File: config.mk
export PLATFORM = sky130hd
export DESIGN_NAME = dsl_top
export DESIGN_NICKNAME = d
export VERILOG_FILES = /design/src/rtl/dsl_pkg.sv /design/src/rtl/dsl_sync.sv /design/src/rtl/dsl_frame_rx.sv /design/src/rtl/dsl_latch_bank.sv /design/src/rtl/dsl_top.sv
export SDC_FILE = /design/constraint.sdc
export NUM_CORES = 1
export LEC_CHECK = 0
export ABC_AREA = 1
export CORE_MARGIN = 3
export CORE_UTILIZATION = 45
export CTS_BUF_LIST = sky130_fd_sc_hd__clkbuf_2 sky130_fd_sc_hd__clkbuf_4 sky130_fd_sc_hd__clkbuf_8
export DETAILED_ROUTE_END_ITERATION = 8
export PLACE_DENSITY_LB_ADDON = 0.08
export SLEW_MARGIN = 20
export SYNTH_ARGS = -nofsm -noshare
export SYNTH_HDL_FRONTEND = slang
export SYNTH_SLANG_ARGS = --single-unit
File: constraint.sdc
create_clock -name clk -period 3.2 [get_ports clk]
set_input_delay 0.96 -clock clk [delete_from_list [all_inputs] [get_ports clk]]
set_output_delay 0.96 -clock clk [all_outputs]
set_load 0.03 [all_outputs]
File: src/rtl/dsl_pkg.sv
package dsl_pkg;
    parameter int CODE_W  = 12;
    parameter int SEL_W   = 2;
    parameter int ADDR_W  = 2;
    parameter int NUM_CH  = 1 << SEL_W;
    parameter int WORD_W  = CODE_W + ADDR_W + SEL_W;
    parameter int ADDR_LSB = SEL_W;
    parameter int CNT_W   = $clog2(WORD_W + 1);
    parameter int SYNC_STAGES = 2;

    typedef logic [CODE_W-1:0] code_t;

    typedef struct packed {
        logic [WORD_W-1:0] shreg;
        logic [CNT_W-1:0]  cnt;
        logic              sclk_prev;
        logic              wr;
    } rx_state_t;

    typedef struct packed {
        code_t [NUM_CH-1:0] inl;
        code_t [NUM_CH-1:0] outl;
    } bank_state_t;
endpackage

File: src/rtl/dsl_sync.sv
module dsl_sync #(
    parameter int              WIDTH   = 1,
    parameter int              STAGES  = 2,
    parameter logic [WIDTH-1:0] RST_VAL = '0
) (
    input  logic             clk,
    input  logic             rst_n,
    input  logic [WIDTH-1:0] async_i,
    output logic [WIDTH-1:0] sync_o
);
    logic [STAGES-1:0][WIDTH-1:0] st_d, st_q;

    always_comb begin
        st_d[0] = async_i;
        for (int i = 1; i < STAGES; i++) begin
            st_d[i] = st_q[i-1];
        end
    end

    always_ff @(posedge clk or negedge rst_n) begin
        if (!rst_n) st_q <= {STAGES{RST_VAL}};
        else        st_q <= st_d;
    end

    assign sync_o = st_q[STAGES-1];
endmodule

File: src/rtl/dsl_frame_rx.sv
module dsl_frame_rx
    import dsl_pkg::*;
(
    input  logic              clk,
    input  logic              rst_n,
    input  logic              sclk_s,
    input  logic              fsync_n_s,
    input  logic              sdata_s,
    input  logic [ADDR_W-1:0] dev_addr,
    output logic              wr_o,
    output logic [SEL_W-1:0]  wr_sel_o,
    output code_t             wr_code_o,
    output logic [ADDR_W-1:0] addr_field_o,
    output logic [CNT_W-1:0]  cnt_o,
    output logic              sdout_o
);
    localparam logic [CNT_W-1:0] FULL = CNT_W'(WORD_W);
    localparam logic [CNT_W-1:0] LAST = CNT_W'(WORD_W - 1);

    rx_state_t st_d, st_q;
    logic              fall;
    logic [WORD_W-1:0] shifted;

    always_comb begin
        st_d           = st_q;
        st_d.wr        = 1'b0;
        st_d.sclk_prev = sclk_s;
        fall           = st_q.sclk_prev & ~sclk_s;
        shifted        = {st_q.shreg[WORD_W-2:0], sdata_s};
        if (fsync_n_s) begin
            st_d.cnt = '0;
        end else if (fall) begin
            st_d.shreg = shifted;
            if (st_q.cnt != FULL) st_d.cnt = st_q.cnt + 1'b1;
            if ((st_q.cnt == LAST) &&
                (shifted[ADDR_LSB +: ADDR_W] == dev_addr)) begin
                st_d.wr = 1'b1;
            end
        end
    end

    always_ff @(posedge clk or negedge rst_n) begin
        if (!rst_n) st_q <= '0;
        else        st_q <= st_d;
    end

    assign wr_o         = st_q.wr;
    assign wr_sel_o     = st_q.shreg[SEL_W-1:0];
    assign wr_code_o    = st_q.shreg[WORD_W-1 -: CODE_W];
    assign addr_field_o = st_q.shreg[ADDR_LSB +: ADDR_W];
    assign cnt_o        = st_q.cnt;
    assign sdout_o      = st_q.shreg[WORD_W-1];
endmodule

File: src/rtl/dsl_latch_bank.sv
module dsl_latch_bank
    import dsl_pkg::*;
(
    input  logic                     clk,
    input  logic                     rst_n,
    input  logic                     wr_i,
    input  logic [SEL_W-1:0]         wr_sel_i,
    input  code_t                    wr_code_i,
    input  logic                     clr_n_s,
    input  logic                     ld_n_s,
    output logic [NUM_CH-1:0]        wen_o,
    output logic [NUM_CH*CODE_W-1:0] in_flat_o,
    output logic [NUM_CH*CODE_W-1:0] out_flat_o
);
    bank_state_t st_d, st_q;
    logic [NUM_CH-1:0] wen;

    for (genvar g = 0; g < NUM_CH; g++) begin : g_ch
        assign wen[g] = wr_i && (wr_sel_i == SEL_W'(g));
        assign in_flat_o[g*CODE_W +: CODE_W]  = st_q.inl[g];
        assign out_flat_o[g*CODE_W +: CODE_W] = st_q.outl[g];
    end

    always_comb begin
        st_d = st_q;
        for (int ch = 0; ch < NUM_CH; ch++) begin
            if (wen[ch]) st_d.inl[ch] = wr_code_i;
        end
        if (!clr_n_s)     st_d.outl = '0;
        else if (!ld_n_s) st_d.outl = st_q.inl;
    end

    always_ff @(posedge clk or negedge rst_n) begin
        if (!rst_n) st_q <= '0;
        else        st_q <= st_d;
    end

    assign wen_o = wen;
endmodule

File: src/rtl/dsl_top.sv
module dsl_top
    import dsl_pkg::*;
(
    input  logic                     clk,
    input  logic                     rst_n,
    input  logic                     sclk_i,
    input  logic                     fsync_n_i,
    input  logic                     sdata_i,
    input  logic                     clr_n_i,
    input  logic                     ld_n_i,
    input  logic [ADDR_W-1:0]        dev_addr_i,
    output logic                     sdata_o,
    output logic [NUM_CH*CODE_W-1:0] dac_code_o
);
    logic [4:0] raw, synced;
    logic sclk_s, fsync_n_s, sdata_s, clr_n_s, ld_n_s;

    logic              wr;
    logic [SEL_W-1:0]  wr_sel;
    code_t             wr_code;
    logic [ADDR_W-1:0] addr_field;
    logic [CNT_W-1:0]  frame_cnt;
    logic [NUM_CH-1:0] wen;
    logic [NUM_CH*CODE_W-1:0] in_flat;

    assign raw = {clr_n_i, ld_n_i, fsync_n_i, sdata_i, sclk_i};

    dsl_sync #(
        .WIDTH  (5),
        .STAGES (SYNC_STAGES),
        .RST_VAL(5'b11100)
    ) sync_i (
        .clk    (clk),
        .rst_n  (rst_n),
        .async_i(raw),
        .sync_o (synced)
    );

    assign {clr_n_s, ld_n_s, fsync_n_s, sdata_s, sclk_s} = synced;

    dsl_frame_rx rx_i (
        .clk         (clk),
        .rst_n       (rst_n),
        .sclk_s      (sclk_s),
        .fsync_n_s   (fsync_n_s),
        .sdata_s     (sdata_s),
        .dev_addr    (dev_addr_i),
        .wr_o        (wr),
        .wr_sel_o    (wr_sel),
        .wr_code_o   (wr_code),
        .addr_field_o(addr_field),
        .cnt_o       (frame_cnt),
        .sdout_o     (sdata_o)
    );

    dsl_latch_bank bank_i (
        .clk       (clk),
        .rst_n     (rst_n),
        .wr_i      (wr),
        .wr_sel_i  (wr_sel),
        .wr_code_i (wr_code),
        .clr_n_s   (clr_n_s),
        .ld_n_s    (ld_n_s),
        .wen_o     (wen),
        .in_flat_o (in_flat),
        .out_flat_o(dac_code_o)
    );
endmodule

After elaboration in Yosys (flattened, before gate mapping). Cells that the tools add are included.

Word-level logic and storage cells: 43. Bits in registers: 129. Output and inout port bits: 49. Bits of input ports: 9.

Bitwise operators: 3. Equality and inequality tests: 7. Multiplexer cells: 8. Add/subtract/negate cells: 1. Reduce and logical (&&, ||, !) cells: 10.

Operators with widths (count): two-way mux 48 bit (2); two-way mux 5 bit (3); adder 5 x 1 -> 5 bit (second input constant) (1); == test 5 x 4 -> 1 bit (second input constant) (1); logical AND 1 bit (5); inequality test 5 bit (second input constant) (1); == test 2 bit (second input constant) (2); AND reduction 2 bit (2); nonzero test 2 bit (2); two-way mux 1 bit (3); == test 2 x 1 -> 1 bit (second input constant) (1); == test 2 bit (1); logical NOT 2 bit (1); inequality test 2 bit (second input constant) (1); NOT 1 bit (2); AND 1 bit (1).

Depth between registers and ports, before layout. Gate-level depths: netlist of run 1.

Depth in word-level cells: 5. Gate-level depth with buffers: 8. Mapped depth without buffers: 8.

By module. A second synthesis of run 1 with hierarchy kept.

Cells, all modules: 581. Area, all modules: 5367.6 um^2.

Modules (own cells, without submodules): dsl_latch_bank (sequential area each 2402.3 um^2, cells each 432, area each 3925.0 um^2, times used 1); dsl_frame_rx (sequential area each 575.6 um^2, cells each 139, area each 1184.9 um^2, times used 1); dsl_sync (sequential area each 257.7 um^2, cells each 10, area each 257.7 um^2, times used 1).

Worst setup path before layout of run 1. Ideal clock, no wire load.

Path type: register -> output. Start: register bank_i.st_q, in the netlist bank_i.out_flat_o[0]. End: output dac_code_o[0]. Setup slack: 1.758 ns. Path buffers: 0. Arrival time: 0.482 ns. Data required time: 2.240 ns. Cell stages (with the launch flop): 1. Path through: dfrtp_1.

RTL lines: from (decl) (RTL line dsl_latch_bank.sv:15) `bank_state_t st_d, st_q;`; from (signal assigned) (RTL line dsl_latch_bank.sv:35) `else st_q <= st_d;`; to (decl) (RTL line dsl_top.sv:13) `output logic [NUM_CH*CODE_W-1:0] dac_code_o`.

No word-level cell between the ends.

Worst setup path in the final report of run 1.
Start: register bank_i.st_q, in the netlist bank_i.out_flat_o[39]. End: output dac_code_o[39].

No word-level cell between the ends.

==> results, run 1 <==
- After synthesis, the netlist uses 21 different library cells.
- In this run the worst hold path is classified as reg -> reg.
- The endpoint class of the critical path is a primary output.
- The number of flip-flops and latches in the synthesized netlist is 129.
- The run finished with clean final reports.
- The final cell utilization of the core is 57.0%.
- The setup slack at placement is roughly 1.2 ns.
- CTS built an H-tree with a depth of 4.
- The initial antenna violation count is 0.
- At the pin with the least slew margin, the transition time is 0.879 ns.
- The clock network accounts for between 40% and 50% of the total power.
- The quantity of hold-fixing buffers added after cts is 0.
- Net switching is about a quarter of the power.
- For the worst setup path, the data required time is roughly 2.2 ns.
- From left edge to right edge, the die measures around 110 µm.
- Counting the fill cells in the layout gives between 900 and 1000.
- The max-capacitance violation count is 0.
- The routability congestion estimate is between 0.7 and 0.8.
- On the worst path, the slowest cell contributes a delay of 0.68 ns.
- The reported leakage power is 0.00283 µW.
- TritonCTS built the clock tree.
- The clock tree root buffer cell is sky130_fd_sc_hd__clkbuf_8.
- For this design the ratio of total power to cell area is 537 mW/mm².
- Counting every net in the synthesized netlist gives between 500 and 600.
- The clock edge transition at the registers on the reported setup and hold paths is ~0.080 ns.
- The number of top-level pins is 58.
- By startpoint and endpoint, the worst setup path is classified as reg -> out.
- The final layout net count is 561.
- The worst path uses 76.4% of the clock period.
- Leaving out fill and tap cells, the most frequent cell in the layout is sky130_fd_sc_hd__nand2_1.
- In this run the power spent charging and discharging nets is 818 µW.
- For this block, the via count after detailed routing is roughly 3600.
- The number of failing setup endpoints in the final timing report is 0.
- The maximum number of pins on one net before global-route repair is 55.
- The clock skew is roughly 0.018 ns.
- For this run, the register share of the synthesized area comes to about two thirds.
- The count of endpoints failing hold in the final timing report is 0.
- The buffer levels on the longest clock path is 2.
- Of the cells placed in the final design, the portion with a size suffix greater than 1 is a little under a tenth.
- After global routing the overflow that remains totals 0.
- After synthesis, the cell types taking the most area are sky130_fd_sc_hd__dfrtp_1 62%, sky130_fd_sc_hd__nand3_1 10%, sky130_fd_sc_hd__nand2_1 9.6%, sky130_fd_sc_hd__o21ai_1 3.6%, sky130_fd_sc_hd__o21ai_0 3.3%.
- Sequential cells burn 52.7% of the power.
- The total die area is 0.0123 mm².
- The area inside the core boundary is around 0.011 mm².
- The first detailed-routing pass took 4 iterations.
- The first-pass GRT wire length is 17200 µm.
- Dividing the detail-routed wire length by the instance count gives around 15 µm.
- Summing all multi-input logic gate instances after layout gives 0.00146 mm².
- At the later pin of the worst-skew pair, clock insertion delay measures ~0.44 ns.
- Of the total power, combinational logic draws about 4.8%.
- The final total negative setup slack is 0 ns.
- The worst hold margin is 0.355 ns.
- Using the TritonRoute via totals, the vias-per-cell ratio works out to 5.14.
- In this run, the number of DRC markers left after iteration 0 of detailed routing was 188.
- The shortest clock period the worst path allows after layout is 2.44 ns.
- STA puts the critical path data arrival time at between 1 and 1.5 ns.
- The maximum fanout count along the critical path is 2.
- The post-DP HPWL is ~6400 µm.
- The number of buffers created by CTS is 17.
- The number of global-route vias before repair is around 3400.
- The number of setup buffers added after CTS is 0.
- The number of antenna diodes in the final layout is 0.
- The worst-case headroom to the max-slew limit is between 40% and 50%.
- The highest clock frequency the design can meet is 0.409 GHz.
- The area taken by flip-flops and latches is between 0.003 and 0.004 mm².
- The clock sink count is 129.
- The fraction of synthesized cell area taken by the top area cell type is 62.3%.
- The critical path buffer and inverter count is 1.
- The initial utilization of the core area, before any placement, comes to 47.0%.
- Averaged over all synthesized cells, the footprint is 9.90 µm².
- In the layout the commonest cells are 127 x sky130_fd_sc_hd__nand2_1, 123 x sky130_fd_sc_hd__dfrtp_1, 102 x sky130_fd_sc_hd__nand3_1.
- The largest voltage drop on the vdd net is roughly 0.00028 V.
- The post-CTS resize count is 0.
- The internal cell power is 2400 µW.
- The final wirelength is slightly above 10000 µm.
- The die boundary height is 111 µm.
- Input and output buffers added on the ports amount to 57.
- Setup repair after global routing left no endpoint under its margin.
- The area growth from synthesis to layout is 21.1%.
- The sort of element at the start of the critical path is a flip-flop.
- In this run the core area contains 37 standard-cell rows.
- In the synthesized netlist, the number of instances is between 400 and 500.
- The smallest setup slack after layout is ~0.76 ns.
- The number of max-slew violations in the final report came to 0.
- The final routed DRC violation total is 0.
- The signal on the critical path passes through clkdlybuf4s50_1.
- The gate family responsible for the most delay along the worst path is buffers and inverters.
- For this run, the number of Yosys warnings is 0.
- The power consumption is roughly 3200 µW.
- The critical-path cell with the highest stage delay is sky130_fd_sc_hd__clkdlybuf4s50_1.
- The largest total area in the synthesized netlist belongs to sky130_fd_sc_hd__dfrtp_1.
- The area of the mapped netlist is 0.00494 mm².
- The antenna violation net count after detailed routing is 0.
- For this run, the total global-route usage over all layers was measured as between 15 and 20%.
## state kept, by name (all words and copies together), names as in the netlist, 2 cells and up
signal             count
bank_i.in_flat_o      48
bank_i.out_flat_o     48
rx_i.addr_field_o      2
rx_i.cnt_o             5
rx_i.wr_code_o        11
rx_i.wr_sel_o          2
sync_i.st_d            5
sync_i.sync_o          5
## cells in the mapped netlist
cell and n:
sky130_fd_sc_hd__nand2_1 127, sky130_fd_sc_hd__dfrtp_1 123, sky130_fd_sc_hd__nand3_1 102, sky130_fd_sc_hd__o21ai_1 36
sky130_fd_sc_hd__o21ai_0 33, sky130_fd_sc_hd__inv_1 24, sky130_fd_sc_hd__buf_2 21, sky130_fd_sc_hd__dfstp_2 6
sky130_fd_sc_hd__buf_1 4, sky130_fd_sc_hd__nand3_2 4, sky130_fd_sc_hd__clkbuf_1 3, sky130_fd_sc_hd__ha_1 3
sky130_fd_sc_hd__nor2_1 3, sky130_fd_sc_hd__buf_4 2, sky130_fd_sc_hd__clkbuf_2 2, sky130_fd_sc_hd__a21oi_1 1
sky130_fd_sc_hd__inv_2 1, sky130_fd_sc_hd__nand4_1 1, sky130_fd_sc_hd__nor2_4 1, sky130_fd_sc_hd__nor3_1 1
sky130_fd_sc_hd__o21bai_1 1
## cells by family (layout without fill, tap and decap cells)
family,after synthesis,count (layout),share of synthesized area [%]
AOI/OAI and AO/OA,71,71,7.24
buffers and inverters,57,120,5.06
DFF,129,129,65.5
adders and majority gates,3,3,0.760
and+or+nand+nor,239,239,21.5
## stage by stage
step	std cells	cell area (µm²)
floorplan	499	4940
global placement	666	5590
detailed placement	666	5590
CTS	698	5990
global route	698	5990
finish	698	5990
## final timing paths
kind | end | cells after the start | from | slack [ns]
max in group asynchronous | rx_i.wr_code_o[3] | 2 | rst_n | 1.95
setup reg to reg | bank_i.out_flat_o[9] | 4 | sync_i.sync_o[3] | 1.49
hold reg to reg | sync_i.sync_o[0] | 0 | sync_i.st_d[5] | 0.35
setup / recovery | dac_code_o[39] | 1 | bank_i.out_flat_o[39] | 0.76
hold / removal | sync_i.sync_o[0] | 0 | sync_i.st_d[5] | 0.35
min in group asynchronous | bank_i.out_flat_o[43] | 1 | rst_n | 0.52
## power groups by stage
stage | Clock [µW] | Combinational (µW) | Sequential (µW)
2_1_floorplan | 0 | 83.3 | 1710
3_3_place_gp | 0 | 156 | 1720
3_5_place_dp | 0 | 158 | 1720
4_1_cts | 1400 | 160 | 1690
5_1_grt | 1460 | 175 | 1700
6_report | 1370 | 155 | 1690
## layout make-up
cell class / count / share of cell area, %
tap: 136 / 2.84
clock buffer: 17 / 3.91
sequential: 129 / 54.0
timing repair buffer: 63 / 10.7
clock inverter: 15 / 2.65
multi-input combinational: 313 / 24.3
inverter: 25 / 1.57
## metal layers
layer  GRT usage [%]  routed length (µm)  up-vias
met5               0                   0        -
met2            27.1                4950       62
met1            24.2                4820     1753
met4            5.91                  89        0
met3            4.20                 408        9
li1                -                   -     1762
Power figures use the tool's default switching activity.
==> run 2, diff against run 1 <==
- clock period: 3.2 -> 2.3 ns (I/O delays scaled with it)
==> results, run 2 (synthesis results as in run 1) <==
- The count of buffers added on input and output ports is 57.
- In the layout the commonest cells are 127 x sky130_fd_sc_hd__nand2_1, 123 x sky130_fd_sc_hd__dfrtp_1, 102 x sky130_fd_sc_hd__nand3_1.
- The final wirelength is approximately 10000 µm.
- The maximum number of pins on one net before global-route repair is 55.
- The total net switching power is around 1100 µW.
- STA classifies the critical path startpoint as a flip-flop.
- For this block, the initial DRC count from the detailed router was 261.
- The worst register-to-register path begins at sync_i.sync_o[0].
- The number of failing setup endpoints in the final timing report is 0.
- After global routing, the most crowded layer is met2.
- The clock reaches the later pin of the worst-skew pair after between 0.4 and 0.5 ns.
- The global-route track usage on met2 is a little over a quarter.
- The initial antenna violation count is 0.
- The clock skew is roughly 0.0086 ns.
- After detailed routing, the number of vias per cell comes to approximately 5.1.
- The clock tree synthesis step divided the H-tree into 4 levels.
- Summed over all layers, the global routing overflow is 0.
- The worst-case IR drop observed on VDD is between 0.0004 and 0.0005 V.
- Relative to the synthesized area, the layout overhead comes to 21.6%.
- The switching part of the total is a little under a quarter.
- Data on the critical path arrives at its endpoint at 1.50 ns.
- The average detailed-routed wire length per instance is about 15 µm.
- The first TritonRoute pass finished after 4 iterations.
- The die boundary height is about 110 µm.
- The total power divided by cell area is around 750 mW/mm².
- The most critical setup path has its startpoint at rx_i.sdout_o.
- The category of the critical setup timing path is reg -> out.
- The placement-stage cell area is approximately 0.0056 mm².
- In the global route stage, met3 resource usage came out at roughly 5.2%.
- The die is 111 µm wide.
- After filler insertion, the fill cell instance count of the layout stands at between 900 and 1000.
- The number of global-route vias before repair is about 3500.
- The first global-routing pass estimated ~18000 µm of wire.
- CTS placed an instance of sky130_fd_sc_hd__clkbuf_8 at the clock tree root.
- The overall track demand over capacity in global routing is 18.1%.
- The worst setup path is captured at a primary output.
- The critical-path cell with the highest stage delay is sky130_fd_sc_hd__clkdlybuf4s50_1.
- The clock passes through at most 2 buffers.
- The final cell area excluding filler cells is between 0.006 and 0.007 mm².
- The row count is 37.
- The relative contribution of combinational cells to total power is approximately 5.1%.
- The number of max-slew violations in the final report is 0.
- For the pin with the worst max-slew slack, the measured transition is 0.613 ns.
- Leaving out fill and tap cells, the most frequent cell in the layout is sky130_fd_sc_hd__nand2_1.
- The number of buffers and inverters on the critical path is 1.
- The clock period could shrink to ~2.2 ns.
- Static timing analysis puts the maximum clock frequency at 0.457 GHz.
- The number of hold buffers added after CTS was 0.
- Along the worst path, the maximum fanout reaches 2.
- In the final layout, the multi-input gates occupy between 0.001 and 0.0015 mm².
- Traced cell by cell, the critical path runs through clkdlybuf4s50_1.
- The internal cell power is about 3400 µW.
- The post-DP HPWL is 6570 µm.
- Buffers added to address setup during post-CTS repair amount to 0.
- In this design, the stage delay of the slowest critical-path cell is approximately 0.69 ns.
- The relative contribution of the clock network to total power is 42.6%.
- The met1 usage is 25.0%.
- Once the floorplan was initialized, standard cells occupied between 40 and 50% of the core.
- The clock sink count is between 100 and 150.
- The worst pin sits at a relative slew slack of 59.0%.
- The path class of the tightest hold or removal check is in -> async.
- The antenna violation net count after detailed routing is 0.
- The number of top-level pins is 58.
- Summing all flip-flop and latch instances after layout gives 0.00324 mm².
- The max-capacitance violation count is 0.
- The area inside the core boundary is 0.0105 mm².
- In the final layout, the share of cells above drive strength 1 is a little under a tenth.
- The reported leakage power is ~0.0029 µW.
- Summed over all failing endpoints, the final setup total negative slack is 0 ns.
- Clock-pin slew was measured on the worst setup and hold paths at 0.07 ns.
- The total die area is 0.0123 mm².
- In the final design database the tool counted approximately 560 nets.
- Setup repair after global routing left no endpoint under its margin.
- The kind of cell with the highest combined delay along the critical path is buffers and inverters.
- The number of antenna diodes in the final layout is 0.
- In the finished design, the share of the clock period the worst path needs comes to 95.1%.
- The routed layout has 3566 vias.
- The post-CTS resize count is 0.
- The count of endpoints failing hold in the final timing report is 0.
- The data required time of the worst path is 1.61 ns.
- The routability congestion estimate is around 0.74.
- In this run, CTS created clock tree buffers numbering 17.
- The portion of total power attributed to sequential cells is 52.3%.
- The flow ran to the end, and the final reports show no timing, DRC or antenna violations.
- TritonCTS built the clock tree.
- The final routed DRC violation total is 0.
## run 2: cell count changes in the layout (fill, tap and decap cells not counted), sizes merged
cell / previous run / this run
clkbuf: 17 / 22
inv: 28 / 25
buf: 7 / 9
clkinv: 7 / 6
clkinvlp: 3 / 2
## run 2: metrics by stage
stage	total power (µW)	worst slack (ns)	hold slack (ns)	util, %	std cells
2_1_floorplan	2500	1.11	0.331	-	499
3_5_place_dp	2620	0.577	0.335	53.4	668
6_report	4490	0.114	0.150	57.2	700
5_1_grt	4670	0.0448	0.139	57.2	700
3_3_place_gp	2620	0.570	0.332	53.4	668
4_1_cts	4540	0.0902	0.133	57.2	700
## run 2: final cells by class
class                           instances  area share [%]
Timing Repair Buffer                   65            10.9
Clock buffer                           22            4.83
Multi-Input combinational cell        313            24.2
Tap cell                              136            2.83
Inverter                               25            1.56
Sequential cell                       129            53.9
Clock inverter                         10            1.81
## run 2: metal layers
| layer | vias to the layer above | part of all wire, % | wire length [µm] |
|---|---|---|---|
| met2 | 80 | 47 | 4920 |
| met5 | - | 0 | 0 |
| li1 | 1749 | - | - |
| met4 | 0 | 1.7 | 178 |
| met1 | 1718 | 46 | 4760 |
| met3 | 19 | 5.1 | 525 |
## run 2: power by group through the flow
stage | sequential [µW] | clock, µW | combinational [µW]
2_1_floorplan | 2380 | 0 | 116
3_3_place_gp | 2390 | 0 | 231
3_5_place_dp | 2390 | 0 | 234
4_1_cts | 2350 | 1950 | 235
5_1_grt | 2350 | 2060 | 260
6_report | 2350 | 1910 | 229
## run 2: path summary, 6_finish.rpt
kind	end	slack, ns	depth (start not counted)
min	bank_i.out_flat_o[42]	0.15	1
max reg2reg	rx_i.wr_o	0.84	5
min reg2reg	sync_i.sync_o[1]	0.35	0
max	sdata_o	0.11	1
max in group asynchronous	sync_i.st_d[8]	1.50	2
min in group clk	sync_i.sync_o[1]	0.35	0
